$ cat src/rtl/frac_baud_pkg.sv
package frac_baud_pkg;
  localparam int DATA_W = 8;
  localparam int ADDR_W = 2;
  typedef struct packed {
    logic [3:0] mul;
    logic [3:0] add;
  } frac_cfg_t;
endpackage

$ cat src/rtl/fbg_regs.sv
module fbg_regs #(
  parameter int DIV_W  = 16,
  parameter int FRAC_W = 4,
  parameter int DATA_W = 8,
  parameter int ADDR_W = 2
) (
  input  logic              clk,
  input  logic              rst,
  input  logic              wr_en,
  input  logic [ADDR_W-1:0] wr_addr,
  input  logic [DATA_W-1:0] wr_data,
  output logic [DIV_W-1:0]  dl,
  output logic [FRAC_W-1:0] add,
  output logic [FRAC_W-1:0] mul,
  output logic              txen,
  output logic              cfg_wr
);
  localparam int NB = DIV_W / DATA_W;
  localparam logic [ADDR_W-1:0] A_FRAC = ADDR_W'(NB);
  localparam logic [ADDR_W-1:0] A_TXEN = ADDR_W'(NB + 1);

  logic [DIV_W-1:0] dl_q;

  genvar gi;
  generate
    for (gi = 0; gi < NB; gi++) begin : g_div_byte
      always_ff @(posedge clk) begin
        if (rst)
          dl_q[gi*DATA_W +: DATA_W] <= (gi == 0) ? DATA_W'(1) : '0;
        else if (wr_en && wr_addr == ADDR_W'(gi))
          dl_q[gi*DATA_W +: DATA_W] <= wr_data;
      end
    end
  endgenerate

  always_ff @(posedge clk) begin
    if (rst) begin
      add  <= '0;
      mul  <= FRAC_W'(1);
      txen <= 1'b1;
    end else if (wr_en) begin
      if (wr_addr == A_FRAC) begin
        add <= wr_data[FRAC_W-1:0];
        mul <= wr_data[2*FRAC_W-1:FRAC_W];
      end
      if (wr_addr == A_TXEN)
        txen <= wr_data[0];
    end
  end

  assign dl     = dl_q;
  assign cfg_wr = wr_en && (wr_addr <= A_FRAC);
endmodule

$ cat src/rtl/fbg_divider.sv
module fbg_divider #(
  parameter int DIV_W = 16
) (
  input  logic             clk,
  input  logic             rst,
  input  logic             clear,
  input  logic [DIV_W-1:0] dl,
  output logic             roll
);
  logic [DIV_W-1:0] cnt_q;
  logic [DIV_W-1:0] last;

  always_comb last = (dl == '0) ? '0 : dl - 1'b1;

  assign roll = !clear && (cnt_q >= last);

  always_ff @(posedge clk) begin
    if (rst || clear)
      cnt_q <= '0;
    else if (cnt_q >= last)
      cnt_q <= '0;
    else
      cnt_q <= cnt_q + 1'b1;
  end
endmodule

$ cat src/rtl/fbg_frac.sv
module fbg_frac #(
  parameter int FRAC_W = 4
) (
  input  logic              clk,
  input  logic              rst,
  input  logic              clear,
  input  logic              roll,
  input  logic [FRAC_W-1:0] add,
  input  logic [FRAC_W-1:0] mul,
  output logic              tick,
  output logic [FRAC_W-1:0] acc_o,
  output logic [FRAC_W-1:0] mul_eff_o
);
  localparam int ACC_W = FRAC_W + 1;

  logic [FRAC_W-1:0] mul_eff, add_eff, acc_q;
  logic [ACC_W-1:0]  sum;
  logic              stretch_q;

  always_comb begin
    mul_eff = (mul == '0) ? FRAC_W'(1) : mul;
    add_eff = (add >= mul_eff) ? '0 : add;
    sum     = {1'b0, acc_q} + {1'b0, add_eff};
  end

  always_ff @(posedge clk) begin
    if (rst || clear) begin
      acc_q     <= '0;
      stretch_q <= 1'b0;
      tick      <= 1'b0;
    end else begin
      tick <= 1'b0;
      if (roll) begin
        if (stretch_q) begin
          stretch_q <= 1'b0;
        end else begin
          tick <= 1'b1;
          if (sum >= {1'b0, mul_eff}) begin
            acc_q     <= FRAC_W'(sum - {1'b0, mul_eff});
            stretch_q <= 1'b1;
          end else begin
            acc_q <= FRAC_W'(sum);
          end
        end
      end
    end
  end

  assign acc_o     = acc_q;
  assign mul_eff_o = mul_eff;
endmodule

$ cat src/rtl/fbg_txgate.sv
module fbg_txgate (
  input  logic clk,
  input  logic rst,
  input  logic txen,
  input  logic tx_req,
  output logic tx_start
);
  always_ff @(posedge clk) begin
    if (rst) tx_start <= 1'b0;
    else     tx_start <= tx_req && txen;
  end
endmodule

$ cat src/rtl/frac_baud_gen.sv
module frac_baud_gen
  import frac_baud_pkg::*;
#(
  parameter int DIV_W  = 16,
  parameter int FRAC_W = 4
) (
  input  logic              clk,
  input  logic              rst,
  input  logic              wr_en,
  input  logic [ADDR_W-1:0] wr_addr,
  input  logic [DATA_W-1:0] wr_data,
  input  logic              tx_req,
  output logic              tick,
  output logic              tx_start
);
  localparam int NB = DIV_W / DATA_W;

  logic [DIV_W-1:0]  dl_w;
  logic [FRAC_W-1:0] add_w, mul_w, acc_w, mul_eff_w;
  logic              txen_w, cfg_wr_w, roll_w;

  fbg_regs #(.DIV_W(DIV_W), .FRAC_W(FRAC_W), .DATA_W(DATA_W), .ADDR_W(ADDR_W)) u_regs (
    .clk(clk), .rst(rst), .wr_en(wr_en), .wr_addr(wr_addr), .wr_data(wr_data),
    .dl(dl_w), .add(add_w), .mul(mul_w), .txen(txen_w), .cfg_wr(cfg_wr_w)
  );

  fbg_divider #(.DIV_W(DIV_W)) u_div (
    .clk(clk), .rst(rst), .clear(cfg_wr_w), .dl(dl_w), .roll(roll_w)
  );

  fbg_frac #(.FRAC_W(FRAC_W)) u_frac (
    .clk(clk), .rst(rst), .clear(cfg_wr_w), .roll(roll_w), .add(add_w), .mul(mul_w),
    .tick(tick), .acc_o(acc_w), .mul_eff_o(mul_eff_w)
  );

  fbg_txgate u_gate (
    .clk(clk), .rst(rst), .txen(txen_w), .tx_req(tx_req), .tx_start(tx_start)
  );
endmodule

$ cat config.mk
export PLATFORM = sky130hd
export DESIGN_NAME = frac_baud_gen
export DESIGN_NICKNAME = d
export VERILOG_FILES = /design/src/rtl/frac_baud_pkg.sv /design/src/rtl/fbg_regs.sv /design/src/rtl/fbg_divider.sv /design/src/rtl/fbg_frac.sv /design/src/rtl/fbg_txgate.sv /design/src/rtl/frac_baud_gen.sv
export SDC_FILE = /design/constraint.sdc
export NUM_CORES = 1
export LEC_CHECK = 0
export ABC_AREA = 1
export CORE_ASPECT_RATIO = 0.7
export CORE_MARGIN = 5
export CORE_UTILIZATION = 55
export DETAILED_ROUTE_END_ITERATION = 7
export DONT_BUFFER_PORTS = 1
export PLACE_DENSITY_LB_ADDON = 0.05
export SYNTH_ARGS = -nofsm -noshare
export SYNTH_HDL_FRONTEND = slang
export SYNTH_SLANG_ARGS = --single-unit
$ cat constraint.sdc
create_clock -name clk -period 4.1 [get_ports clk]
set_input_delay 0.205 -clock clk [delete_from_list [all_inputs] [get_ports clk]]
set_output_delay 0.205 -clock clk [all_outputs]
set_load 0.005 [all_outputs]
# [Word-level counts from Yosys, hierarchy flattened]
# Index checks and enable logic that the tools add are counted.
[totals] ff_bits=48 inputBits=14
[classes] n_addsub=4 magnitude_cmp=4 eq_ne=3 mux=7 bitwise_logic=2 n_reduce_logical=15
[ops] cell="$add 16x1->16 const B" count=1
[ops] cell="$ge 16x16->1" count=1
[ops] cell="$logic_not 16->1" count=1
[ops] cell="$mux 16" count=1
[ops] cell="$sub 16x1->16 const B" count=1
[ops] cell="$mux 4" count=3
[ops] cell="$reduce_and 2->1" count=3
[ops] cell="$add 4x4->5" count=1
[ops] cell="$ge 5x4->1" count=1
[ops] cell="$logic_and 1x1->1" count=5
[ops] cell="$eq 2x2->1 const B" count=2
[ops] cell="$ge 4x4->1" count=1
[ops] cell="$logic_not 4->1" count=1
[ops] cell="$reduce_or 2->1" count=2
[ops] cell="$sub 4x4->4" count=1
[ops] cell="$mux 1" count=3
[ops] cell="$eq 2x1->1 const B" count=1
[ops] cell="$le 2x2->1 const B" count=1
[ops] cell="$logic_not 2->1" count=1
[ops] cell="$not 1->1" count=2
[ops] cell="$logic_not 1->1" count=1
[ops] cell="$logic_or 1x1->1" count=1

# [Logic depth before layout (Yosys ltp)]
# Gate-level depths: netlist (run 1).
[depth] depth_word=8 depth_mapped=23 mapped_depth_nobuf=23

# [Modules after synthesis]
# From an unflattened synthesis (run 1), not the netlist that was laid out.
[hier_totals] hier_cells=520 hier_area_um2=3509.6
[modules_own_cells] module="fbg_divider" n_inst=1 cells_per_inst=255 area_each_um2=1650.3 seq_area_each_um2=320.3
[modules_own_cells] module="fbg_regs" n_inst=1 cells_per_inst=160 area_each_um2=1102.3 seq_area_each_um2=500.5
[modules_own_cells] module="fbg_frac" n_inst=1 cells_per_inst=102 area_each_um2=726.9 seq_area_each_um2=120.1
[modules_own_cells] module="fbg_txgate" n_inst=1 cells_per_inst=3 area_each_um2=30.0 seq_area_each_um2=20.0

# [Worst setup path after synthesis (run 1)]
# Ideal clock, no wire load.
[synth_path] path_kind="reg2reg" startpoint="reg u_regs.mul[1]" endpoint="reg u_frac.acc_q[0] (netlist: u_frac.acc_o[0])" setup_time_ns=0.113 arrival_time_ns=3.061 required_time_ns=3.987 setup_slack_ns=0.926 stages_incl_launch_ff=20 n_path_buf=0 synth_period_minus_slack_ns=3.174 cell_sequence="dfxtp_1 inv_1 a31o_2 ha_1 nand4_1 nand3_1 nor2_1 ha_1 fa_1 xnor2_1 inv_1 ha_1 a21oi_1 nand3_1 nand2_1 nand2_1 nand2_1 o21ai_0 nor2_1 nor2_1"
[synth_via] elab_chain_len=7 elab_cells_between_ends=8 classes_between="add/sub: 2; order compare: 2; mux: 3; reduce/logical: 1"
[synth_rtl] element="start, declared" line="fbg_regs.sv:14" rtl="output logic [FRAC_W-1:0] mul,"
[synth_rtl] element="start signal, assigned" line="fbg_regs.sv:44" rtl="mul <= wr_data[2*FRAC_W-1:FRAC_W];"
[synth_rtl] element="$logic_not 4->1" line="fbg_frac.sv:21" rtl="mul_eff = (mul == '0) ? FRAC_W'(1) : mul;"
[synth_rtl] element="$mux 4 *" line="fbg_frac.sv:21"
[synth_rtl] element="$ge 4x4->1" line="fbg_frac.sv:22" rtl="add_eff = (add >= mul_eff) ? '0 : add;"
[synth_rtl] element="$mux 4" line="fbg_frac.sv:22"
[synth_rtl] element="$add 4x4->5" line="fbg_frac.sv:23" rtl="sum = {1'b0, acc_q} + {1'b0, add_eff};"
[synth_rtl] element="$sub 4x4->4 or $ge 5x4->1 (tied branches)" line="fbg_frac.sv:39, fbg_frac.sv:38"
[synth_rtl] element="$mux 4 *" line="fbg_frac.sv:38" rtl="if (sum >= {1'b0, mul_eff}) begin"
[synth_rtl] element="end signal, assigned" line="fbg_frac.sv:39" rtl="acc_q <= FRAC_W'(sum - {1'b0, mul_eff});"
[synth_rtl] element="end signal, assigned" line="fbg_frac.sv:42" rtl="acc_q <= FRAC_W'(sum);"
[synth_rtl] element="end, declared" line="fbg_frac.sv:16" rtl="logic [FRAC_W-1:0] mul_eff, add_eff, acc_q;"
# Every way passes the cells marked *; elsewhere a longest branch is shown, timed or not.
# A chain may end at the register's enable or synchronous reset.

# [Worst setup path in the final report (run 1)]
[layout_path] startpoint="reg u_regs.mul[1]" endpoint="reg u_frac.acc_q[2] (netlist: u_frac.acc_o[2])"
# Same word-level chain as after synthesis.

==> results of run 1 <==
==> kinds of logic after synthesis <==
family                   Yosys count
flip-flops                        48
AO/OA/AOI/OAI                     73
AND/OR/NAND/NOR                  204
adder cells (fa/ha/maj)           32
buffers and inverters             69
XOR/XNOR                          14
==> worst max-delay path, delay by kind of cell, from the launching register on <==
| family | cells | cell delay (ps) |
|---|---|---|
| AOI/OAI and AO/OA | 2 | 490 |
| DFF | 1 | 320 |
| buffers and inverters | 2 | 160 |
| xor gates and xnor gates | 1 | 240 |
| adders and majority gates | 4 | 1210 |
| and+or+nand+nor | 11 | 1040 |
==> synthesized netlist by cell type, drive strengths merged (2+ instances only) <==
| library cell | n |
|---|---|
| a21oi | 34 |
| buf | 2 |
| clkbuf | 4 |
| dfxtp | 48 |
| fa | 2 |
| ha | 30 |
| inv | 63 |
| nand2 | 78 |
| nand3 | 20 |
| nand3b | 2 |
| nand4 | 11 |
| nor2 | 77 |
| nor3 | 3 |
| nor3b | 4 |
| nor4 | 4 |
| o211ai | 2 |
| o21ai | 33 |
| or2 | 4 |
| xnor2 | 4 |
| xor2 | 10 |
==> final cells by class <==
cell class / instances / area, µm² / share of cell area, %
well taps: 75 / 93.8 / 2.79
repair buffers: 2 / 20.0 / 0.595
clock buffers: 6 / 82.6 / 2.46
inverters: 63 / 236 / 7.03
clock inverters: 2 / 38.8 / 1.15
flip-flops and latches: 48 / 961 / 28.6
multi-input cells: 323 / 1930 / 57.4
==> repair_timing <==
item / CTS / global route
hold endpoints to repair: 2 / 0
hold buffers: 2 / 0
resized for setup: 0 / 0
==> power breakdown <==
| group | total [mW] | switching, mW | internal [mW] |
|---|---|---|---|
| Combinational | 0.264 | 0.169 | 0.0957 |
| Sequential | 0.504 | 0.0173 | 0.487 |
| Clock | 0.368 | 0.168 | 0.200 |
==> metal layers <==
layer	track usage, %	share of wire (%)	up-vias
li1	-	-	1442
met1	30.9	56	1194
met2	25.6	37	54
met3	5.22	5.9	7
met4	4.19	0.86	0
met5	0	0	-
==> flip-flops by register name (all words and copies together) (netlist names) <==
register	cells
u_div.cnt_q	16
u_frac.acc_o	4
u_regs.txen	1
u_regs.dl	16
u_regs.add	4
u_gate.tx_start	1
u_frac.stretch_q	1
u_frac.tick	1
u_regs.mul	4
==> final timing paths <==
kind                                                      to  slack [ps]  depth (start not counted)
worst max-delay path            u_frac.acc_o[2]$_SDFFE_PP0P_         570                         20
worst min-delay path              u_regs.mul[0]$_SDFFE_PP1P_          20                          2
worst max register to register  u_frac.acc_o[2]$_SDFFE_PP0P_         570                         20
worst min register to register     u_div.cnt_q[0]$_SDFF_PP0_         480                          1
==> per-stage QoR <==
step / total power, mW / area (µm²) / hold slack (ps) / util, %
3_5_place_dp: 0.771 / 3220 / 282 / 57.1
3_3_place_gp: 0.766 / 3220 / 278 / 57.1
6_report: 1.14 / 3360 / 24.2 / 59.6
4_1_cts: 1.14 / 3360 / 16.5 / 59.6
2_1_floorplan: 0.718 / 3160 / 277 / -
5_1_grt: 1.20 / 3360 / 18.2 / 59.6
==> results.sh, run 1 <==
export IMPL_critPathKind="flop to flop"
export IMPL_critPathCaptureType="flop"
export IMPL_viasPerCell=5.20
export IMPL_totalWireLength_mm=6.86
export IMPL_fin_skew_ps=7.36
export IMPL_grt_usage_pct=19.5
export IMPL_worstMarginPinSlew_ps=640
export IMPL_synthFlopType="dfxtp_1"
export IMPL_synthAdderAreaFrac_pct=13.2
export IMPL_yosys_top_cells_area="dfxtp_1 (30%), ha_1 (12%), nand2_1 (8.8%)"
export IMPL_start_util_pct=55.9
export IMPL_cts_root_buf="clkbuf_8"
export IMPL_clock_sinks=48
export IMPL_core_area_um2=5640
export IMPL_drc=0
export IMPL_numCtsBuffers=5
export IMPL_grt_overflow_total=0
export IMPL_clock_latency_ps=300
export IMPL_htree_levels=2
export IMPL_cp_slowest_stage_delay_ps=400
export IMPL_timing_final_crit_share_pct=86.0
export IMPL_final_hold_viol_count=0
export IMPL_arrival_ps=3780
export IMPL_ys_ff_latch=48
export IMPL_avgRoutedWirePerCell_um=13.2
export IMPL_numPortBuffers=0
export IMPL_die_w_um=101
export IMPL_status="completed"
export IMPL_yosysWarningCount=0
export IMPL_fmax_ghz=0.283
export IMPL_grt_pass1_vias=2342
export IMPL_finalSetupViolCount=0
export IMPL_muxShareOfSynthArea_pct=0
export IMPL_fin_cells=519
export IMPL_drt_iter0_drc=143
export IMPL_synth_cell_type_count=41
export IMPL_synth_top_family_by_area="simple AND/OR/NAND/NOR gates"
export IMPL_antenna_found_initial=0
export IMPL_ys_async_sr_fraction_pct=0
export IMPL_clk_pin_slew_ps=100
export IMPL_slew_limit_headroom_pct=57.3
export IMPL_worstHoldStart="wr_data[4]"
export IMPL_synth_edff_count=0
export IMPL_slowest_stage="fa_1"
export IMPL_cp_start_kind="flop"
export IMPL_setup_ws_ps=572
export IMPL_min_path_type="input port to flop"
export IMPL_cts_buffer_depth=2
export IMPL_cts_tree="built"
export IMPL_r2r_start="u_regs.mul[1]$_SDFFE_PP0P_"
export IMPL_path_cells="inv_1, a31o_2, ha_1, nand4_1, nand3_1, nor2_1, ha_1, fa_1, xnor2_1, inv_1, ha_1, a21oi_1, nand3_1, nand2_1, nand2_1, nand2_1, nand2_1, nand4_1, nand2_1, nor2_1"
export IMPL_dp_cells=509
export IMPL_yosysTopAreaCellShare_pct=30.5
export IMPL_firstDrtPassIters=4
export IMPL_ir_worst_vdd_mv=0.181
export IMPL_place_congestion=0.834
export IMPL_final_common_cell="nand2_1"
export IMPL_rsz0062_at_grt="no"
export IMPL_tns_ps=0
export IMPL_drive_above_1_share_pct=9.46
export IMPL_dieArea_um2=7380
export IMPL_layout_common_cells="nand2_1 (74), nor2_1 (67), inv_1 (59)"
export IMPL_required_ps=4350
export IMPL_dp_hpwl_mm=5.50
export IMPL_synth_nets=486
export IMPL_grt_pass1_wl_mm=11.3
export IMPL_slew_violations=0
export IMPL_grt_max_degree=27
export IMPL_pre_cts_slack_ps=616
export IMPL_power_leakage_nw=1.59
export IMPL_ant_nets=0
export IMPL_vias=2697
export IMPL_io_pins=16
export IMPL_finalCriticalPeriod_ps=3530
export IMPL_power_per_cell_area_nw_per_um2=338
export IMPL_crit_fanout=5
export IMPL_synth_compound_area_share_pct=12.7
export IMPL_syn_area_um2=3160
export IMPL_synth_area_leader_cell="dfxtp_1"
export IMPL_post_cts_buffers=0
export IMPL_critPathLaunch="u_regs.mul[1]$_SDFFE_PP0P_"
export IMPL_maxCapViolCount=0
export IMPL_antenna_cells=0
export IMPL_fillerInstances=557
export IMPL_avgSynthCellArea_um2=7.17
export IMPL_fp_dieH_um=73.4
export IMPL_synth_simple_area_share_pct=31.4
export IMPL_syn2layout_area_growth_pct=6.58
export IMPL_synth_xor_area_share_pct=3.89
export IMPL_cpMostUsedCell="nand2_1"
export IMPL_rows=23
export IMPL_seq_area_frac_synth_pct=30.5
export IMPL_synthCells=440
export IMPL_final_nets=489
Note: power is estimated with default switching activity, not from simulation.
==> run 2: changes to the inputs <==
==> constraint.sdc (replaced) <==
create_clock -name clk -period 3.29 [get_ports clk]
set_input_delay 0.1645 -clock clk [delete_from_list [all_inputs] [get_ports clk]]
set_output_delay 0.1645 -clock clk [all_outputs]
set_load 0.005 [all_outputs]
==> results.sh, run 2 (synthesis gave the netlist of run 1 again) <==
export IMPL_crit_cells=19
export IMPL_core_area_um2=5640
export IMPL_totalWireLength_mm=7.53
export IMPL_dieArea_um2=7380
export IMPL_power_per_cell_area_nw_per_um2=390
export IMPL_viasPerCell=5.28
export IMPL_crit_fanout=5
export IMPL_status="completed"
export IMPL_ir_worst_vdd_mv=0.250
export IMPL_path_delay_family="adder cells"
export IMPL_fin_skew_ps=11.1
export IMPL_cts_root_buf="clkbuf_8"
export IMPL_r2r_start="u_regs.mul[2]$_SDFFE_PP0P_"
export IMPL_cp_slowest_stage_delay_ps=390
export IMPL_r2r_end="u_frac.stretch_q$_SDFFE_PP0P_"
export IMPL_grt_util_met2_pct=27.5
export IMPL_vias=2857
export IMPL_layout_common_cells="nand2_1 (70), nor2_1 (64), inv_1 (55)"
export IMPL_slew_limit_headroom_pct=54.9
export IMPL_slowest_stage="fa_2"
export IMPL_min_path_type="input port to flop"
export IMPL_fin_cells=541
export IMPL_ant_nets=0
export IMPL_finalCriticalPeriod_ps=3160
export IMPL_place_congestion=0.885
export IMPL_drt_iter0_drc=172
export IMPL_final_hold_viol_count=0
export IMPL_grt_busiest_layer="met1"
export IMPL_arrival_ps=3400
export IMPL_clock_latency_ps=310
export IMPL_grt_pass1_vias=2487
export IMPL_grt_max_degree=27
export IMPL_dp_hpwl_mm=5.59
export IMPL_finalSetupViolCount=0
export IMPL_maxCapViolCount=0
export IMPL_start_util_pct=55.9
export IMPL_grt_overflow_total=0
export IMPL_rrSetupSlack_ps=130
export IMPL_htree_levels=2
export IMPL_critPathKind="flop to flop"
export IMPL_required_ps=3520
export IMPL_worstHoldEndpoint="u_regs.dl[10]$_SDFFE_PP0P_"
export IMPL_cpMostUsedCell="nand3_2"
export IMPL_holdPathStages=2
export IMPL_drc=0
export IMPL_die_w_um=101
export IMPL_worstMarginPinSlew_ps=675
export IMPL_clock_sinks=48
export IMPL_timing_final_crit_share_pct=96.1
export IMPL_critPathCaptureType="flop"
export IMPL_path_buf_inv=3
export IMPL_drive_above_1_share_pct=18.0
export IMPL_dp_cells=516
export IMPL_path_cells="inv_2, a31o_4, ha_4, nor2_1, o211ai_1, nand3_2, nor2_2, ha_2, fa_2, xnor2_2, inv_2, ha_4, nand3_2, nand3_2, nand2_4, buf_4, a21oi_1, nand3_1, a21oi_1"
export IMPL_grt_pass1_wl_mm=12.0
export IMPL_io_pins=16
export IMPL_numCtsBuffers=5
export IMPL_fp_dieH_um=73.4
export IMPL_clk_pin_slew_ps=100
export IMPL_grt_usage_pct=20.5
export IMPL_cts_tree="built"
export IMPL_avgRoutedWirePerCell_um=13.9
export IMPL_fillerInstances=510
export IMPL_antenna_cells=0
export IMPL_fmax_ghz=0.316
export IMPL_critPathLaunch="u_regs.mul[2]$_SDFFE_PP0P_"
export IMPL_syn2layout_area_growth_pct=17.2
export IMPL_final_common_cell="nand2_1"
export IMPL_numPortBuffers=0
export IMPL_met1_usage_pct=32.6
export IMPL_reg2reg_depth=19
export IMPL_gr_usage_met3_pct=4.65
export IMPL_slew_violations=0
export IMPL_power_leakage_nw=1.69
export IMPL_firstDrtPassIters=4
export IMPL_final_nets=511
export IMPL_p_total_mw=1.44
export IMPL_worstHoldStart="wr_data[2]"
export IMPL_rows=23
export IMPL_multi_input_area_um2=2100
export IMPL_cp_start_kind="flop"
export IMPL_cts_buffer_depth=2
export IMPL_antenna_found_initial=0
export IMPL_seq_area_um2=965
## run 2: where the power goes
group,switching (mW),total (mW),internal (mW)
clock network,0.207,0.378,0.170
logic,0.250,0.433,0.183
registers,0.0227,0.629,0.607
## run 2: what timing repair did
item	4_1_cts	5_1_grt
hold buffers	8	1
setup buffers	0	8
pin swaps	1	19
resized for setup	3	37
cloned	0	0
hold endpoints to repair	9	1
endpoints found under the setup margin	4	10
## run 2: layout make-up
type                            count  area share, %
Timing Repair Buffer               24           5.58
Multi-Input combinational cell    323           56.8
Clock inverter                      2          0.406
Sequential cell                    48           26.1
Clock buffer                        6           2.23
Tap cell                           75           2.54
Inverter                           63           6.40
## run 2: layer usage
| metal | part of all wire (%) | vias to the layer above |
|---|---|---|
| met5 | 0 | - |
| met3 | 8.3 | 2 |
| met2 | 39 | 68 |
| li1 | - | 1482 |
| met4 | 0.41 | 0 |
| met1 | 52 | 1305 |
## run 2: worst max-delay path by stage
stage          slack, ps                             to
2_1_floorplan        120   u_frac.acc_o[0]$_SDFFE_PP0P_
3_5_place_dp         -30   u_frac.acc_o[0]$_SDFFE_PP0P_
4_1_cts               20   u_frac.acc_o[0]$_SDFFE_PP0P_
6_report             130  u_frac.stretch_q$_SDFFE_PP0P_
5_1_grt              -20   u_frac.acc_o[2]$_SDFFE_PP0P_
3_3_place_gp          70   u_frac.acc_o[0]$_SDFFE_PP0P_
## run 2: stage by stage
step                util (%)  hold WS, ps  cell area (µm²)  setup slack (ps)  setup TNS (ps)
finish                  65.6         14.5             3700               127               0
global route            65.6         17.7             3700             -24.8           -24.8
CTS                     61.6         4.32             3480              18.6               0
detailed placement      58.1          242             3270             -29.5           -41.5
global placement        58.1          236             3270              70.5               0
floorplan                  -          236             3160               116               0
## run 2: worst register-to-register path, delay by kind of cell, from the launching register on
kind	cells	cell delay, ps
xor gates and xnor gates	1	200
DFF	1	340
AOI/OAI and AO/OA	4	640
adders and majority gates	4	1040
and+or+nand+nor	7	630
buffers and inverters	3	250
==> run 3: changes to the inputs <==
--- a/config.mk
+++ b/config.mk
@@ -12,6 +12,7 @@
 export DETAILED_ROUTE_END_ITERATION = 7
 export DONT_BUFFER_PORTS = 1
 export PLACE_DENSITY_LB_ADDON = 0.05
+export SETUP_SLACK_MARGIN = 0.4
 export SYNTH_ARGS = -nofsm -noshare
 export SYNTH_HDL_FRONTEND = slang
 export SYNTH_SLANG_ARGS = --single-unit
==> results.sh, run 3 (synthesis gave the netlist of run 1 again) <==
export IMPL_status="completed"
export IMPL_avgRoutedWirePerCell_um=14.3
export IMPL_dp_cells=510
export IMPL_tns_ps=0
export IMPL_totalWireLength_mm=7.83
export IMPL_final_nets=518
export IMPL_path_buf_inv=3
export IMPL_drive_above_1_share_pct=23.9
export IMPL_grt_pass1_wl_mm=12.3
export IMPL_io_pins=16
export IMPL_cp_start_kind="flop"
export IMPL_ant_nets=0
export IMPL_fillerInstances=491
export IMPL_clk_pin_slew_ps=100
export IMPL_maxCapViolCount=0
export IMPL_cp_slowest_stage_delay_ps=390
export IMPL_core_area_um2=5640
export IMPL_start_util_pct=55.9
export IMPL_drt_iter0_drc=117
export IMPL_grt_pass1_vias=2554
export IMPL_die_w_um=101
export IMPL_path_delay_family="adder cells"
export IMPL_crit_fanout=4
export IMPL_grt_max_degree=27
export IMPL_layout_common_cells="nand2_1 (67), nor2_1 (60), inv_1 (53)"
export IMPL_vias=2853
export IMPL_setup_ws_ps=88.9
export IMPL_critPathKind="flop to flop"
export IMPL_place_congestion=0.836
export IMPL_worstMarginPinSlew_ps=678
export IMPL_final_common_cell="nand2_1"
export IMPL_fin_cells=548
export IMPL_power_frac_seq_pct=42.5
export IMPL_power_leakage_nw=1.74
export IMPL_fin_util_pct=68.5
export IMPL_final_hold_viol_count=0
export IMPL_dieArea_um2=7380
export IMPL_p_comb_share_pct=31.3
export IMPL_viasPerCell=5.21
export IMPL_syn2layout_area_growth_pct=22.4
export IMPL_final_cell_area_um2=3860
export IMPL_numPortBuffers=0
export IMPL_finalSetupViolCount=0
export IMPL_timing_final_crit_share_pct=97.3
export IMPL_required_ps=3500
export IMPL_grt_usage_pct=21.3
export IMPL_swShare_pct=34.6
export IMPL_fmax_ghz=0.312
export IMPL_cts_buffer_depth=2
export IMPL_slowest_stage="fa_2"
export IMPL_dp_hpwl_mm=5.62
export IMPL_finalCriticalPeriod_ps=3200
export IMPL_critPathCaptureType="flop"
export IMPL_antenna_found_initial=0
export IMPL_fin_skew_ps=8.28
export IMPL_p_sw_mw=0.514
export IMPL_min_path_type="input port to flop"
export IMPL_arrival_ps=3410
export IMPL_drc=0
export IMPL_numCtsBuffers=5
export IMPL_antenna_cells=0
export IMPL_rsz0062_at_grt="yes"
export IMPL_placed_cell_area_um2=3280
export IMPL_path_cells="inv_4, a31o_4, ha_4, nand4_1, nand3_2, nor2_2, ha_2, fa_2, xnor2_2, inv_2, ha_4, a21oi_4, buf_4, nand3_1, nor2_1, nor2_1, nand2_1, nand4_1, nand2_1, nor2_1"
export IMPL_slew_violations=0
export IMPL_rows=23
export IMPL_slew_limit_headroom_pct=54.7
export IMPL_clock_latency_ps=310
export IMPL_cts_root_buf="clkbuf_8"
export IMPL_grt_overflow_total=0
export IMPL_clock_sinks=48
export IMPL_fin_hold_ws_ps=16.4
export IMPL_htree_levels=2
export IMPL_firstDrtPassIters=4
export IMPL_cts_tree="built"
export IMPL_cpMostUsedCell="nor2_1"
export IMPL_clkPwrFrac_pct=26.2
export IMPL_power_per_cell_area_nw_per_um2=385
export IMPL_fp_dieH_um=73.4
export IMPL_ir_worst_vdd_mv=0.230
export IMPL_p_total_mw=1.49
export IMPL_internal_power_mw=0.973
export IMPL_pre_cts_slack_ps=117
## run 3: changes by cell type in the layout (fill, tap and decap cells not counted), sizes merged
cell  previous run  this run
buf             15        22
## run 3: layout make-up
class / count / area [µm²] / area share, %
multi-input cells: 323 / 2200 / 56.9
flip-flops and latches: 48 / 968 / 25.1
repair buffers: 31 / 268 / 6.93
inverters: 63 / 239 / 6.19
well taps: 75 / 93.8 / 2.43
clock buffers: 6 / 82.6 / 2.14
clock inverters: 2 / 15.0 / 0.389
## run 3: power groups by stage
stage / combinational [mW] / clock, mW / sequential, mW
after global routing: 0.517 / 0.421 / 0.635
after CTS: 0.408 / 0.397 / 0.630
after global placement: 0.334 / 0 / 0.642
after detailed placement: 0.341 / 0 / 0.642
final: 0.465 / 0.389 / 0.632
after floorplan: 0.277 / 0 / 0.635
## run 3: timing repair
action	in CTS	in global routing
endpoints found under the hold margin	10	0
resized for setup	20	38
gates cloned	0	1
setup buffers	11	9
pin swaps	22	23
hold buffers	9	0
endpoints found under the setup margin	17	22
## run 3: final timing paths
check,end,slack (ps),depth (start not counted),start
max,u_frac.acc_o[3]$_SDFFE_PP0P_,90,20,u_regs.mul[2]$_SDFFE_PP0P_
min,u_regs.dl[11]$_SDFFE_PP0P_,20,2,wr_data[3]
max reg2reg,u_frac.acc_o[3]$_SDFFE_PP0P_,90,20,u_regs.mul[2]$_SDFFE_PP0P_
min reg2reg,u_div.cnt_q[0]$_SDFF_PP0_,490,1,u_div.cnt_q[0]$_SDFF_PP0_
## run 3: metal layers
layer | vias to the layer above | part of all wire, % | global-route usage (%)
met3 | 10 | 7.2 | 4.84
met1 | 1278 | 52 | 33.3
met5 | - | 0 | 0
met4 | 0 | 1.0 | 4.48
li1 | 1499 | - | -
met2 | 66 | 40 | 29.4
## run 3: worst reg2reg max path: stages, from the launching register on
cell and delay [ps]:
dfxtp_2 360, inv_4 40, a31o_4 250, ha_4 260
nand4_1 90, nand3_2 180, nor2_2 60, ha_2 190
fa_2 390, xnor2_2 180, inv_2 60, ha_4 250
a21oi_4 180, buf_4 130, nand3_1 60, nor2_1 110
nor2_1 50, nand2_1 80, nand4_1 90, nand2_1 70
nor2_1 40
